`src/rtl/pit_rb_pkg.sv`:
```
package pit_rb_pkg;
  localparam int BYTE_W = 8;

  typedef enum logic [1:0] {
    FMT_NONE = 2'b00,
    FMT_LSB  = 2'b01,
    FMT_MSB  = 2'b10,
    FMT_WORD = 2'b11
  } acc_fmt_e;

  function automatic logic is_readback(input logic [7:0] d);
    return d[7:6] == 2'b11;
  endfunction

  function automatic logic is_chan_latch(input logic [7:0] d);
    return (d[7:6] != 2'b11) && (d[5:4] == 2'b00);
  endfunction
endpackage

```
`src/rtl/pit_rb_decode.sv`:
```
module pit_rb_decode #(
  parameter int NUM_CNT = 3
) (
  input  logic               we_i,
  input  logic [7:0]         data_i,
  output logic [NUM_CNT-1:0] latch_cnt_o,
  output logic [NUM_CNT-1:0] latch_st_o
);
  import pit_rb_pkg::*;

  always_comb begin
    latch_cnt_o = '0;
    latch_st_o  = '0;
    if (we_i) begin
      for (int k = 0; k < NUM_CNT; k++) begin
        if (is_readback(data_i)) begin
          // D1..D3 select channels, D5/D4 active-low count/status
          latch_cnt_o[k] = data_i[k+1] & ~data_i[5];
          latch_st_o[k]  = data_i[k+1] & ~data_i[4];
        end else if (is_chan_latch(data_i)) begin
          latch_cnt_o[k] = (int'(data_i[7:6]) == k);
        end
        // mode-setting words fall through untouched
      end
    end
  end
endmodule

```
`src/rtl/pit_rb_slot.sv`:
```
module pit_rb_slot #(
  parameter int CNT_W = 16
) (
  input  logic             clk_i,
  input  logic             rst_ni,
  input  logic [CNT_W-1:0] cnt_i,
  input  logic             out_i,
  input  logic             null_i,
  input  logic [2:0]       mode_i,
  input  logic             bcd_i,
  input  logic [1:0]       fmt_i,
  input  logic             latch_cnt_i,
  input  logic             latch_st_i,
  input  logic             reprog_i,
  input  logic             rd_i,
  output logic [7:0]       byte_o,
  output logic             cnt_held_o,
  output logic             st_held_o,
  output logic [CNT_W-1:0] ol_o
);
  import pit_rb_pkg::*;

  localparam int HI_W = CNT_W - BYTE_W;

  logic [CNT_W-1:0] ol_q;
  logic [7:0]       st_q;
  logic             cnt_held_q, st_held_q, hi_next_q;
  logic [CNT_W-1:0] src_w;
  logic [7:0]       lo_w, hi_w;
  logic             word_w, last_byte_w;

  assign word_w      = (acc_fmt_e'(fmt_i) == FMT_WORD);
  assign last_byte_w = !word_w || hi_next_q;

  always_ff @(posedge clk_i or negedge rst_ni) begin
    if (!rst_ni) begin
      ol_q       <= '0;
      st_q       <= '0;
      cnt_held_q <= 1'b0;
      st_held_q  <= 1'b0;
      hi_next_q  <= 1'b0;
    end else if (reprog_i) begin
      // reprogramming drops both holds and restarts at the low byte
      cnt_held_q <= 1'b0;
      st_held_q  <= 1'b0;
      hi_next_q  <= 1'b0;
    end else begin
      if (rd_i) begin
        if (st_held_q) begin
          st_held_q <= 1'b0;           // status goes first, count kept
        end else begin
          if (word_w) hi_next_q <= ~hi_next_q;
          if (cnt_held_q && last_byte_w) cnt_held_q <= 1'b0;
        end
      end
      if (latch_st_i && !st_held_q) begin
        st_q      <= {out_i, null_i, fmt_i, mode_i, bcd_i};
        st_held_q <= 1'b1;
      end
      if (latch_cnt_i && !cnt_held_q) begin  // held value not overwritten
        ol_q       <= cnt_i;
        cnt_held_q <= 1'b1;
      end
    end
  end

  assign src_w = cnt_held_q ? ol_q : cnt_i;
  assign lo_w  = src_w[BYTE_W-1:0];
  assign hi_w  = {{(BYTE_W-HI_W){1'b0}}, src_w[CNT_W-1:BYTE_W]};

  always_comb begin
    if (st_held_q)                             byte_o = st_q;
    else if (acc_fmt_e'(fmt_i) == FMT_MSB)     byte_o = hi_w;
    else if (word_w && hi_next_q)              byte_o = hi_w;
    else                                       byte_o = lo_w;
  end

  assign cnt_held_o = cnt_held_q;
  assign st_held_o  = st_held_q;
  assign ol_o       = ol_q;
endmodule

```
`src/rtl/pit_readback.sv`:
```
module pit_readback #(
  parameter int NUM_CNT = 3,
  parameter int CNT_W   = 16
) (
  input  logic                     clk_i,
  input  logic                     rst_ni,
  input  logic                     cmd_we_i,
  input  logic [7:0]               cmd_data_i,
  input  logic                     rd_i,
  input  logic [1:0]               rd_sel_i,
  output logic [7:0]               rd_data_o,
  input  logic [NUM_CNT-1:0]       reprog_i,
  input  logic [NUM_CNT*CNT_W-1:0] cnt_i,
  input  logic [NUM_CNT-1:0]       out_i,
  input  logic [NUM_CNT-1:0]       null_i,
  input  logic [NUM_CNT*3-1:0]     mode_i,
  input  logic [NUM_CNT-1:0]       bcd_i,
  input  logic [NUM_CNT*2-1:0]     fmt_i
);
  logic [NUM_CNT-1:0]            latch_cnt_w, latch_st_w, rd_hit_w;
  logic [NUM_CNT-1:0]            cnt_held_w, st_held_w;
  logic [NUM_CNT-1:0][7:0]       byte_w;
  logic [NUM_CNT-1:0][CNT_W-1:0] ol_w;

  pit_rb_decode #(.NUM_CNT(NUM_CNT)) u_dec (
    .we_i       (cmd_we_i),
    .data_i     (cmd_data_i),
    .latch_cnt_o(latch_cnt_w),
    .latch_st_o (latch_st_w)
  );

  for (genvar k = 0; k < NUM_CNT; k++) begin : g_slot
    assign rd_hit_w[k] = rd_i && (int'(rd_sel_i) == k);

    pit_rb_slot #(.CNT_W(CNT_W)) u_slot (
      .clk_i      (clk_i),
      .rst_ni     (rst_ni),
      .cnt_i      (cnt_i[k*CNT_W +: CNT_W]),
      .out_i      (out_i[k]),
      .null_i     (null_i[k]),
      .mode_i     (mode_i[k*3 +: 3]),
      .bcd_i      (bcd_i[k]),
      .fmt_i      (fmt_i[k*2 +: 2]),
      .latch_cnt_i(latch_cnt_w[k]),
      .latch_st_i (latch_st_w[k]),
      .reprog_i   (reprog_i[k]),
      .rd_i       (rd_hit_w[k]),
      .byte_o     (byte_w[k]),
      .cnt_held_o (cnt_held_w[k]),
      .st_held_o  (st_held_w[k]),
      .ol_o       (ol_w[k])
    );
  end

  // an index past the last channel reads as zero
  always_comb begin
    rd_data_o = 8'h00;
    for (int k = 0; k < NUM_CNT; k++)
      if (int'(rd_sel_i) == k) rd_data_o = byte_w[k];
  end
endmodule

```
`config.mk`:
```
export PLATFORM = sky130hd
export DESIGN_NAME = pit_readback
export DESIGN_NICKNAME = d
export VERILOG_FILES = /design/src/rtl/pit_rb_pkg.sv /design/src/rtl/pit_rb_decode.sv /design/src/rtl/pit_rb_slot.sv /design/src/rtl/pit_readback.sv
export SDC_FILE = /design/constraint.sdc
export NUM_CORES = 1
export LEC_CHECK = 0
export CAP_MARGIN = 10
export CELL_PAD_IN_SITES_DETAIL_PLACEMENT = 2
export CELL_PAD_IN_SITES_GLOBAL_PLACEMENT = 2
export CORE_MARGIN = 5
export CORE_UTILIZATION = 36
export CTS_CLUSTER_DIAMETER = 150
export DETAILED_ROUTE_END_ITERATION = 8
export MAX_ROUTING_LAYER = met4
export PLACE_DENSITY_LB_ADDON = 0.2
export SLEW_MARGIN = 15
export SYNTH_ARGS = -nofsm -noshare
export SYNTH_HDL_FRONTEND = slang
export SYNTH_SLANG_ARGS = --single-unit
```
`constraint.sdc`:
```
create_clock -name clk_i -period 2.8 [get_ports clk_i]
set_input_delay 0.42 -clock clk_i [delete_from_list [all_inputs] [get_ports clk_i]]
set_output_delay 0.42 -clock clk_i [all_outputs]
set_load 0.03 [all_outputs]
```
Yosys cells after proc, flatten, opt, wreduce, memory -nomap -nowiden
Cells that the tools add are included.
Widths: inputs -> output; s select.
- eq/ne operators: 18
- reductions and logical operators: 58
- multiplexer cells: 62
- bitwise operators: 14
- operators with widths (cell ; count):
    $mux 8 ; 12
    $mux 16 ; 3
    $mux 1 ; 45
    $reduce_bool 3->1 ; 9
    $eq 2x2->1 const B ; 11
    $reduce_and 3->1 ; 6
    $logic_and 1x1->1 ; 16
    $reduce_and 2->1 ; 6
    $reduce_bool 2->1 ; 6
    $logic_not 1->1 ; 9
    $ne 3x3->1 const B ; 3
    $ne 2x2->1 const B ; 4
    $not 1->1 ; 8
    $and 1x1->1 ; 6
    $logic_not 2->1 ; 3
    $mux 3 ; 2
    $logic_or 1x1->1 ; 3
- word-level logic and storage cells: 167
- output and inout port bits: 8
- bits in registers: 81

Depth between registers and ports, before layout
Gate-level depths: netlist (run 1).
- depth after elaboration: 9
- depth in mapped cells: 6
- gate-level depth less buffers: 5

Hierarchy
From an unflattened synthesis (run 1), not the netlist that was laid out.
- cell total of the unflattened synthesis: 401
- area, all modules: 4764.6 sq um
- by module, submodules not included (module ; area an instance (sq um) ; times used ; cells an instance):
    pit_rb_slot ; 1487.7 ; 3 ; 121
    pit_readback ; 200.2 ; 1 ; 23
    pit_rb_decode ; 101.3 ; 1 ; 15

Worst setup path after synthesis (run 1)
OpenSTA, ideal clock, no wires.
- kind: input to output
- start: input port fmt_i[4]
- end: output port rd_data_o[0]
- arrival time: 1782 ps
- stages on the path: 5
- slack: 598 ps
- required time: 2380 ps
- cell sequence: inv_1 > o21ai_1 > mux4_2 > nand2b_1 > a32oi_1
- word-level cells in the longest chain between the ends: 6
- elaborated cells on any way between the ends: 7
- those cells by class: eq/ne (2); mux (4); reduce/logical (1)
- RTL lines (what ; RTL line ; RTL):
    start, declared ; pit_readback.sv:18 ; input logic [NUM_CNT*2-1:0] fmt_i
    $eq 2x2->1 ; pit_rb_slot.sv:32 ; assign word_w = (acc_fmt_e'(fmt_i) == FMT_WORD);
    $logic_and 1x1->1 ; pit_rb_slot.sv:74 ; else if (word_w && hi_next_q) byte_o = hi_w;
    $mux 8 ; pit_rb_slot.sv:74 ;
    $mux 8 * ; pit_rb_slot.sv:73 ; else if (acc_fmt_e'(fmt_i) == FMT_MSB) byte_o = hi_w;
    $mux 8 * ; pit_rb_slot.sv:72 ; if (st_held_q) byte_o = st_q;
    $mux 8 * ; pit_readback.sv:59 ; if (int'(rd_sel_i) == k) rd_data_o = byte_w[k];
    end, declared ; pit_readback.sv:11 ; output logic [7:0] rd_data_o,
Mark *: on every way between the ends. The rest lies on a longest branch, timed or not.

Final worst setup path (run 1)
- start: input port rd_sel_i[0]
- end: output port rd_data_o[3]
- word-level cells in the longest chain between the ends: 4
- elaborated cells on any way between the ends: 6
- those cells by class: eq/ne (2); mux (3); reduce/logical (1)
- RTL lines (what ; RTL line ; RTL):
    start, declared ; pit_readback.sv:10 ; input logic [1:0] rd_sel_i,
    $logic_not 2->1 ; pit_readback.sv:59 ;
    $mux 8 (2 in a row) ; pit_readback.sv:59 ;
    $mux 8 * ; pit_readback.sv:59 ;
Marks and branches as above.

==> results of run 1 <==
per-layer routing:
metal	up-vias	wire length, µm
li1	1395	-
met1	1630	5305
met2	56	7032
met3	11	464
met4	0	125
met5	-	0
area by class of cell:
type                       instances  share of cell area
multi-input combinational        210              0.3746
sequential                        81              0.3518
timing repair buffer             116              0.1957
clock buffer                      12             0.04275
tap                              143             0.03103
inverter                           5            0.003255
clock inverter                     1           0.0008681
logic make-up after synthesis:
family	synth area share
AO/OA/AOI/OAI	0.06440
XOR/XNOR	0.006262
buffers and inverters	0.02534
flip-flops	0.4830
multiplexers	0.3244
AND/OR/NAND/NOR	0.09660
cells in the mapped netlist, types with 4 or more instances:
cell      number
dfrtp_1       81
mux2_2        60
nand2_1       27
mux4_2        24
nor2_1        18
a21oi_1       10
mux2_4         9
nand2b_1       9
a221oi_1       8
a32oi_1        7
clkbuf_1       6
inv_1          5
nand3_1        5
o21ai_0        4
through the flow:
stage,instances,cell area (µm²)
after floorplan,310,4197
after global placement,555,5411
after detailed placement,555,5411
after CTS,568,5739
after global routing,568,5766
final,568,5766
path summary, 6_finish.rpt:
| check | cells past startpoint | startpoint | end | slack, ns |
|---|---|---|---|---|
| max in group asynchronous | 2 | rst_ni | g_slot[1].u_slot.cnt_held_o | 2.09 |
| worst max-delay path | 6 | rd_sel_i[0] | rd_data_o[3] | 0.08 |
| worst min register to register | 1 | g_slot[2].u_slot.ol_o[2] | g_slot[2].u_slot.ol_o[2] | 0.50 |
| worst max register to register | 4 | g_slot[2].u_slot.cnt_held_o | g_slot[2].u_slot.ol_o[13] | 0.96 |
| min in group clk_i | 1 | g_slot[2].u_slot.ol_o[2] | g_slot[2].u_slot.ol_o[2] | 0.50 |
| worst min-delay path | 1 | rst_ni | g_slot[2].u_slot.ol_o[8] | 0.06 |
power by group through the flow:
stage	registers (mW)	clock network, mW	logic [mW]
after floorplan	1.52	0	0.400
after global placement	1.55	0	0.664
after detailed placement	1.59	0	0.701
after CTS	1.58	1.10	0.720
after global routing	1.61	1.16	0.768
final	1.58	1.06	0.711
state kept, by name, summed over array words and instances (netlist names):
signal	cells
g_slot.u_slot.cnt_held_o	3
g_slot.u_slot.hi_next_q	3
g_slot.u_slot.ol_o	48
g_slot.u_slot.st_held_o	3
g_slot.u_slot.st_q	24
what timing repair did:
action	CTS	global route
pin swaps	1	0
resized for setup	13	4
endpoints found under the setup margin	7	4
cloned	0	0
critical path, stage by stage:
cell	delay [ns]
clkdlybuf4s50_1	0.62
and3b_2	0.49
a221oi_2	0.14
buf_4	0.16
a32oi_1	0.24
buf_4	0.22
==> run summary, run 1 <==
Final Hold Vio Count: 0
Worst Path Required: 2.38 ns
Die span in x: 118.0 µm
Number of port buffers: 95
Met1 GRT Util: 0.2334
Sink Count: 81
GRT met2 Usage: 0.3472
Sequential area share after synthesis: 0.4830
Core ar.: 11420 µm²
Sw frac: 0.2639
Peak supply drop: 0.3031 mV
Met3 Usage GRT: 0.04373
Setup Viol. Count Final: 0
Async set-reset flop share out of synthesis: 1.000
Cells after synthesis: 310
Antenna cells: 0
Power share of the combinational group: 0.212
Clk network pwr share: 0.317
Share of the synthesized area in the top cell type: 0.4830
Initial antenna violation count: 0
CP Capture Type: output pin
Worst EP arrival: 2.30 ns
DR WL/cell: 22.76 µm
Worst-Margin Slew: 0.5834 ns
Net Count, Synth: 399
Setup_tns: 0 ns
Hold Crit Class: in2async
Final Max Slew Viols: 0
Status: finished clean
Syn Std Cell Area: 4197 µm²
IO Count: 97
Starting DRC count in detailed routing: 81
CTS root buf: clkbuf_16
Post-layout minimum cycle time: 2.717 ns
Final setup margin: 0.08337 ns
Fin nets: 512
Layout fillers: 1088
Setup bufs post-CTS: 0
DRC Markers: 0
Die area: 13920 µm²
DR pass1 iterations: 4
Final setup skew: 0.002961 ns
Vias in the first global route: 3745
Via/cell ratio: 5.444
Hold slack: 0.05938 ns
Area occupied by multi-input gates: 2160 µm²
Placer congestion estimate: 0.7812
PwrDens: 581.2 nW/µm²
Area grow syn2layout: 37.39%
Top post-synthesis cells by area: dfrtp_1, mux2_2, mux4_2
Peak Freq: 368.1 MHz
H-tree depth: 3
WS Path Type: in2out
Remaining global-route overflow: 0
RSZ-0062 raised after global routing: false
Global Route Usage Sum: 0.1989
Final Core Density: 0.5049
Hold buffers post-CTS: 0
Max cap viols: 0
Largest area contributor in the synthesized netlist: dfrtp_1
Most used routing layer: met2
Cell variety after synth: 39
Leak: 2.438 nW
Yosys warns: 0
NetSw: 0.8841 mW
Fin crit share: 0.9702
Pint: 2.467 mW
First-pass GRT wire length: 20900 µm
Number of synthesized flops with an enable pin: 0
Largest net degree at the start of global routing: 44
Register area: 2028 µm²
Crit Path Max Fanout: 8
Site Rows: 39
CTS max path bufs: 2
#FFs+latches synth: 81
Routed vias: 3092
Routed wire length: 12930 µm
Clk_lat worst skew: 0.34 ns
Sequential Power Share: 0.470
Predominant post-synthesis flop cell: dfrtp_1
CTS tree: done
Final Total Pwr: 3.351 mW
Avg Inst Size Synth: 13.54 µm²
Clock transition at the registers of the reported paths: 0.05 ns
Critical Path Source Type: primary input
Most frequent cells in the layout: clkdlybuf4s50_1, dfrtp_1, mux2_2, nand2_1, buf_4
Slew HR: 0.6111
Pre-CTS WS: -0.2214 ns
Antenna-violating nets left: 0
Layout cells sized above 1: 0.3600
Die Ht: 118.0 µm
HPWL after DPL: 9688 µm
Most common cell after layout, fill and taps aside: clkdlybuf4s50_1
Starting Density: 0.3675
Cts bufs inserted: 9
Power figures use the tool's default switching activity.
==> inputs of run 2 (changes only) <==
--- a/config.mk
+++ b/config.mk
@@ -12,6 +12,7 @@
 export CORE_UTILIZATION = 36
 export CTS_CLUSTER_DIAMETER = 150
 export DETAILED_ROUTE_END_ITERATION = 8
+export GPL_TIMING_DRIVEN = 1
 export MAX_ROUTING_LAYER = met4
 export PLACE_DENSITY_LB_ADDON = 0.2
 export SLEW_MARGIN = 15
==> constraint.sdc (replaced) <==
create_clock -name clk_i -period 2.8 [get_ports clk_i]
set_input_delay 0.84 -clock clk_i [delete_from_list [all_inputs] [get_ports clk_i]]
set_output_delay 0.84 -clock clk_i [all_outputs]
set_load 0.03 [all_outputs]
==> run 2 against run 1 <==
  * The flow now finishes with violations (setup timing)
  * Cell area is 8.0% higher
  * Register-to-register slack better by 0.03 ns
  * Fmax fell by 15%
  * Critical path depth is 3 higher
  * Highest routed layer unchanged
==> run summary, run 2 (synthesized netlist as in run 1, its figures left out) <==
CTS tree: done
IO Count: 97 (unchanged)
Clk_lat worst skew: 0.34 ns (about the same)
Global Route Usage Sum: 0.2244 (+0.02545)
DRC Markers: 0 (unchanged)
Antenna cells: 0 (unchanged)
Sw frac: 0.2711 (+0.007246)
Post-layout minimum cycle time: 3.183 ns (+0.4659 ns)
Sequential Power Share: 0.441 (-0.029)
Starting DRC count in detailed routing: 133 (+64%)
Violated checks: setup timing
Largest net degree at the start of global routing: 48 (+9.1%)
Max reg flops: 48 (unchanged)
Die area: 13920 µm² (unchanged)
Area grow syn2layout: 48.39%
HPWL after DPL: 10380 µm (+7.2%)
Slew HR: 0.5972 (-0.01384)
Setup Viol. Count Final: 8 (+8)
First-pass GRT wire length: 23310 µm (+12%)
Worst-Margin Slew: 0.6042 ns (+0.02076 ns)
DR pass1 iterations: 4 (unchanged)
Initial antenna violation count: 0 (unchanged)
Hold slack: 0.4537 ns (+0.3943 ns)
H-tree depth: 3 (unchanged)
NetSw: 0.9775 mW (+11%)
Most common cell after layout, fill and taps aside: dfrtp_1
Vias in the first global route: 3965 (+5.9%)
R2R cell count: 4 (unchanged)
Final setup skew: 0.008784 ns (+0.005823 ns)
Status: finished, violations left
Hold Crit Class: in2async
Final Cell Area: 6227 µm² (+8.0%)
Final Hold Vio Count: 0 (unchanged)
Via/cell ratio: 5.489 (+0.84%)
Die Ht: 118.0 µm (unchanged)
CTS root buf: clkbuf_16
Number of port buffers: 95 (unchanged)
Starting Density: 0.3675 (unchanged)
Most frequent cells in the layout: dfrtp_1, mux2_2, clkdlybuf4s50_1, buf_4, nand2_1
DR WL/cell: 24.92 µm (+9.5%)
Post-DP Area: 5685 µm² (+5.1%)
Crit Path Max Fanout: 7 (-1)
Worst Path Required: 1.96 ns (-0.42 ns)
Site Rows: 39 (unchanged)
CP Capture Type: output pin
Placer congestion estimate: 0.8055 (+3.1%)
Final Max Slew Viols: 0 (unchanged)
Worst EP arrival: 2.34 ns (+0.04 ns)
Antenna-violating nets left: 0 (unchanged)
Layout cells sized above 1: 0.4478 (+0.08783)
Clock transition at the registers of the reported paths: 0.06 ns (about the same)
Power share of the combinational group: 0.220 (+0.008)
RSZ-0062 raised after global routing: true
CTS max path bufs: 2 (unchanged)
Core ar.: 11420 µm² (unchanged)
WS Path Type: in2out
Critical Path Source Type: primary input
Routed vias: 3310 (+7.1%)
Clk network pwr share: 0.339 (+0.022)
Remaining global-route overflow: 0 (unchanged)
PwrDens: 579.0 nW/µm² (-0.37%)
Die span in x: 118.0 µm (unchanged)
Peak Freq: 314.2 MHz (-15%)
Fin nets: 545 (+6.4%)
Leak: 2.680 nW (+9.9%)
Peak supply drop: 0.3432 mV (+13%)
Pint: 2.628 mW (+6.6%)
Fin crit share: 1.137 (+0.1664)
Max cap viols: 0 (unchanged)
Hold buffers post-CTS: 0 (unchanged)
Sink Count: 81 (unchanged)
Routed wire length: 15030 µm (+16%)
Layout fillers: 1068 (-1.8%)
Cts bufs inserted: 9 (unchanged)
Final setup margin: -0.3825 ns (-0.4659 ns)
[run 2: path summary, 6_finish.rpt]
| kind | start | endpoint | slack, ns |
|---|---|---|---|
| setup / recovery | fmt_i[2] | rd_data_o[1] | -0.38 |
| hold / removal | rst_ni | g_slot[0].u_slot.ol_o[0] | 0.45 |
| setup reg to reg | g_slot[0].u_slot.cnt_held_o | g_slot[0].u_slot.ol_o[4] | 0.99 |
| hold reg to reg | g_slot[2].u_slot.st_q[4] | g_slot[2].u_slot.st_q[4] | 0.50 |
| max in group asynchronous | rst_ni | g_slot[1].u_slot.st_q[2] | 1.70 |
| min in group clk_i | g_slot[2].u_slot.st_q[4] | g_slot[2].u_slot.st_q[4] | 0.50 |
[run 2: repair_timing]
| item | CTS | global route |
|---|---|---|
| endpoints found under the setup margin | 8 | 8 |
| resized for setup | 70 | 11 |
| pin swaps | 19 | 8 |
| buffers inserted | 5 | 5 |
[run 2: final cells by class]
| type | instances | area [µm²] | share of cell area |
|---|---|---|---|
| multi-input cells | 210 | 2266 | 0.3639 |
| clock buffers | 12 | 256.5 | 0.04119 |
| repair buffers | 149 | 1434 | 0.2303 |
| inverters | 5 | 23.77 | 0.003818 |
| well taps | 143 | 178.9 | 0.02873 |
| flip-flops and latches | 81 | 2028 | 0.3257 |
| clock inverters | 3 | 40.04 | 0.006430 |
[run 2: per-layer routing]
| metal | up-vias | part of all wire | global-route usage |
|---|---|---|---|
| met5 | - | 0 | - |
| met4 | 0 | 0.025 | 0.07599 |
| met3 | 24 | 0.033 | 0.04181 |
| met2 | 92 | 0.55 | 0.3989 |
| met1 | 1729 | 0.39 | 0.2532 |
| li1 | 1465 | - | - |
[run 2: power groups by stage]
| stage | Clock, mW | Sequential (mW) | Combinational [mW] |
|---|---|---|---|
| after global routing | 1.30 | 1.62 | 0.850 |
| after CTS | 1.24 | 1.58 | 0.767 |
| final | 1.22 | 1.59 | 0.794 |
| after global placement | 0 | 1.56 | 0.698 |
| after floorplan | 0 | 1.52 | 0.413 |
| after detailed placement | 0 | 1.59 | 0.741 |
[run 2: critical path, cell delays in order]
cell      delay (ns)
buf_8           0.08
inv_6           0.03
o21ai_4         0.24
buf_4           0.17
mux4_2          0.34
a221oi_2        0.24
buf_4           0.17
a32oi_2         0.06
buf_6           0.16
[run 2: stage by stage]
stage | TNS, ns | setup slack, ns | std cells | power (mW) | util
after floorplan | 0 | 0.001023 | 310 | 1.934 | -
after global placement | -6.278 | -0.8789 | 578 | 2.254 | 0.4979
after detailed placement | -6.851 | -0.9446 | 578 | 2.330 | 0.4979
after CTS | -2.370 | -0.3457 | 598 | 3.585 | 0.5364
after global routing | -3.422 | -0.4763 | 603 | 3.769 | 0.5454
final | -2.839 | -0.3825 | 603 | 3.606 | 0.5454
==> inputs of run 3 (changes only) <==
--- a/config.mk
+++ b/config.mk
@@ -5,16 +5,17 @@
 export SDC_FILE = /design/constraint.sdc
 export NUM_CORES = 1
 export LEC_CHECK = 0
+export ABC_AREA = 1
 export CAP_MARGIN = 10
-export CELL_PAD_IN_SITES_DETAIL_PLACEMENT = 2
-export CELL_PAD_IN_SITES_GLOBAL_PLACEMENT = 2
+export CELL_PAD_IN_SITES_DETAIL_PLACEMENT = 0
+export CELL_PAD_IN_SITES_GLOBAL_PLACEMENT = 1
 export CORE_MARGIN = 5
-export CORE_UTILIZATION = 36
+export CORE_UTILIZATION = 39
 export CTS_CLUSTER_DIAMETER = 150
 export DETAILED_ROUTE_END_ITERATION = 8
 export GPL_TIMING_DRIVEN = 1
 export MAX_ROUTING_LAYER = met4
-export PLACE_DENSITY_LB_ADDON = 0.2
+export PLACE_DENSITY = 0.83
 export SLEW_MARGIN = 15
 export SYNTH_ARGS = -nofsm -noshare
 export SYNTH_HDL_FRONTEND = slang
==> run 3 against run 2 <==
  * The flow now finishes without violations
  * Fmax is 15% higher
  * Clock power hardly changed
  * Global-route usage is 1.9 points lower
  * Flip-flop and latch count stayed put
  * Register-to-register slack worse by 0.04 ns
  * Critical endpoint is now rd_data_o[0]
==> run summary, run 3 <==
CTS tree: done
NetSw: 1.044 mW (+6.8%)
Setup Viol. Count Final: 0 (-8)
Starting DRC count in detailed routing: 414 (+210%)
Initial antenna violation count: 0 (unchanged)
Final setup margin: 0.03715 ns (+0.4197 ns)
Pint: 2.512 mW (-4.4%)
Cells after synthesis: 718 (+130%)
HPWL after DPL: 10250 µm (-1.3%)
WHS Endpoint: g_slot[0].u_slot.ol_o[15]
Setup bufs post-CTS: 0 (-5)
Fin crit share: 0.9867 (-0.1499)
Worst-Margin Slew: 0.6345 ns (+0.03032 ns)
Global Route Usage Sum: 0.2053 (-0.01911)
Number of port buffers: 95 (unchanged)
Most frequent cells in the layout: nand2_1, dfrtp_1, nor2_1, nand3_1, inv_1
WS Path Type: in2out
#FFs+latches synth: 81 (unchanged)
Vias in the first global route: 4622 (+17%)
Final Total Pwr: 3.557 mW (-1.4%)
Register area: 2027 µm² (about the same)
Share of the synthesized area in the top cell type: 0.4262 (-0.05680)
CTS root buf: clkbuf_16
Sw frac: 0.2936 (+0.02247)
Pre-CTS WS: -0.3418 ns (+0.6028 ns)
DR WL/cell: 14.50 µm (-42%)
Most common cell after layout, fill and taps aside: nand2_1
Worst Path Required: 1.96 ns (about the same)
Clk network pwr share: 0.349 (+0.010)
Net Count, Synth: 807 (+100%)
Avg Inst Size Synth: 6.624 µm² (-51%)
Setup_tns: 0 ns (+2.839 ns)
CP Capture Type: output pin
Clock transition at the registers of the reported paths: 0.06 ns (about the same)
R2R Path End: g_slot[2].u_slot.ol_o[2]
Fin nets: 913 (+68%)
Largest area contributor in the synthesized netlist: dfrtp_1
Reg2reg setup slack: 0.95 ns (-0.04 ns)
Async set-reset flop share out of synthesis: 1.000 (unchanged)
Max cap viols: 0 (unchanged)
Antenna cells: 0 (unchanged)
Starting Density: 0.3976 (+0.03007)
IO Count: 97 (unchanged)
Predominant post-synthesis flop cell: dfrtp_1
Hold slack: 0.4734 ns (+0.01975 ns)
Site Rows: 40 (+2.6%)
Number of synthesized flops with an enable pin: 0 (unchanged)
Remaining global-route overflow: 0 (unchanged)
Die area: 14500 µm² (+4.2%)
Max reg flops: 48 (unchanged)
Area grow syn2layout: 37.70%
Peak Freq: 361.9 MHz (+15%)
Slew HR: 0.5765 (-0.02070)
Hold path depth: 2
Power share of the combinational group: 0.218 (-0.002)
Most frequent cell after synthesis: nand2_1
Cts bufs inserted: 9 (unchanged)
DRC Markers: 0 (unchanged)
Core ar.: 11960 µm² (+4.8%)
Final Core Density: 0.5475 (+0.002125)
Post-synth top cells: nand2_1, nor2_1, dfrtp_1
Worst EP arrival: 1.92 ns (-0.42 ns)
Status: finished clean
Sink Count: 81 (unchanged)
Reg2reg start: g_slot[2].u_slot.cnt_held_o
Largest net degree at the start of global routing: 43 (-10%)
Final Hold Vio Count: 0 (unchanged)
Critical Path Source Type: primary input
PwrDens: 543.1 nW/µm² (-6.2%)
First-pass GRT wire length: 22960 µm (-1.5%)
DR pass1 iterations: 6 (+2)
Die Ht: 120.4 µm (+2.1%)
Sequential Power Share: 0.432 (-0.009)
R2R cell count: 6 (+2)
Post-layout minimum cycle time: 2.763 ns (-0.4197 ns)
CTS max path bufs: 2 (unchanged)
Layout cells sized above 1: 0.1448 (-0.3031)
Area occupied by multi-input gates: 2557 µm² (+13%)
Final Max Slew Viols: 0 (unchanged)
Final setup skew: 0.005065 ns (-0.003718 ns)
Leak: 3.914 nW (+46%)
Syn Std Cell Area: 4756 µm² (+13%)
Layout fillers: 1143 (+7.0%)
Yosys warns: 0 (unchanged)
Placer congestion estimate: 0.9065 (+13%)
H-tree depth: 3 (unchanged)
Top post-synthesis cells by area: dfrtp_1, nand2_1, nand3_1
Antenna-violating nets left: 0 (unchanged)
Hold_sp: g_slot[0].u_slot.ol_o[15]
Hold Crit Class: reg2reg
Crit Path Max Fanout: 2 (-5)
Sequential area share after synthesis: 0.4262 (-0.05680)
Routed vias: 4904 (+48%)
Routed wire length: 14150 µm (-5.8%)
Clk_lat worst skew: 0.34 ns (about the same)
Cell variety after synth: 25 (-36%)
Die span in x: 120.4 µm (+2.1%)
Via/cell ratio: 5.025 (-8.5%)
Peak supply drop: 0.2778 mV (-19%)
run 3: routing by layer:
layer | GRT usage | vias up | part of all wire
li1 | - | 2445 | -
met1 | 0.2857 | 2275 | 0.47
met2 | 0.2951 | 153 | 0.44
met3 | 0.04397 | 31 | 0.062
met4 | 0.07578 | 0 | 0.025
met5 | - | - | 0
run 3: layout make-up:
class	instances	area share
clock buffer	14	0.04184
clock inverter	2	0.005350
multi-input combinational	557	0.3905
sequential	81	0.3095
tap	147	0.02809
inverter	56	0.03439
timing repair buffer	119	0.1903
run 3: logic make-up (layout without fill, tap and decap cells):
group,after synthesis,after routing,synth area share
buffers and inverters,80,191,0.07550
DFF,81,81,0.4262
and+or+nand+nor,511,511,0.4494
AOI/OAI and AO/OA,46,46,0.04893
run 3: worst max-delay path: stages:
cell and delay [ns]:
clkdlybuf4s50_1 0.42, nand2_1 0.09, nand2_2 0.06, nand2_1 0.07
nand3_1 0.11, nand2_1 0.11, nand3_2 0.09, buf_6 0.15
run 3: power groups by stage:
| stage | clock [mW] | sequential [mW] | combinational (mW) |
|---|---|---|---|
| final | 1.24 | 1.54 | 0.776 |
| after global routing | 1.33 | 1.57 | 0.875 |
| after CTS | 1.26 | 1.54 | 0.778 |
| after detailed placement | 0 | 1.55 | 0.746 |
| after global placement | 0 | 1.55 | 0.731 |
| after floorplan | 0 | 1.52 | 0.437 |
run 3: worst max-delay path by stage:
| stage | from | end | cells after the start |
|---|---|---|---|
| 2_1_floorplan | fmt_i[1] | rd_data_o[6] | 6 |
| 3_3_place_gp | fmt_i[4] | rd_data_o[3] | 8 |
| 3_5_place_dp | fmt_i[4] | rd_data_o[3] | 8 |
| 4_1_cts | cnt_i[37] | rd_data_o[5] | 8 |
| 5_1_grt | cnt_i[6] | rd_data_o[6] | 8 |
| 6_report | cnt_i[16] | rd_data_o[0] | 8 |
run 3: metrics by stage:
step | area [µm²] | cells
after floorplan | 4756 | 718
after global placement | 5928 | 960
after detailed placement | 5928 | 960
after CTS | 6372 | 976
after global routing | 6549 | 976
final | 6549 | 976
run 3: timing repair:
action / 4_1_cts / 5_1_grt
setup endpoints to repair: 8 / 8
pin swaps: 6 / 42
hold buffers: 0 / 0
resized for setup: 52 / 70
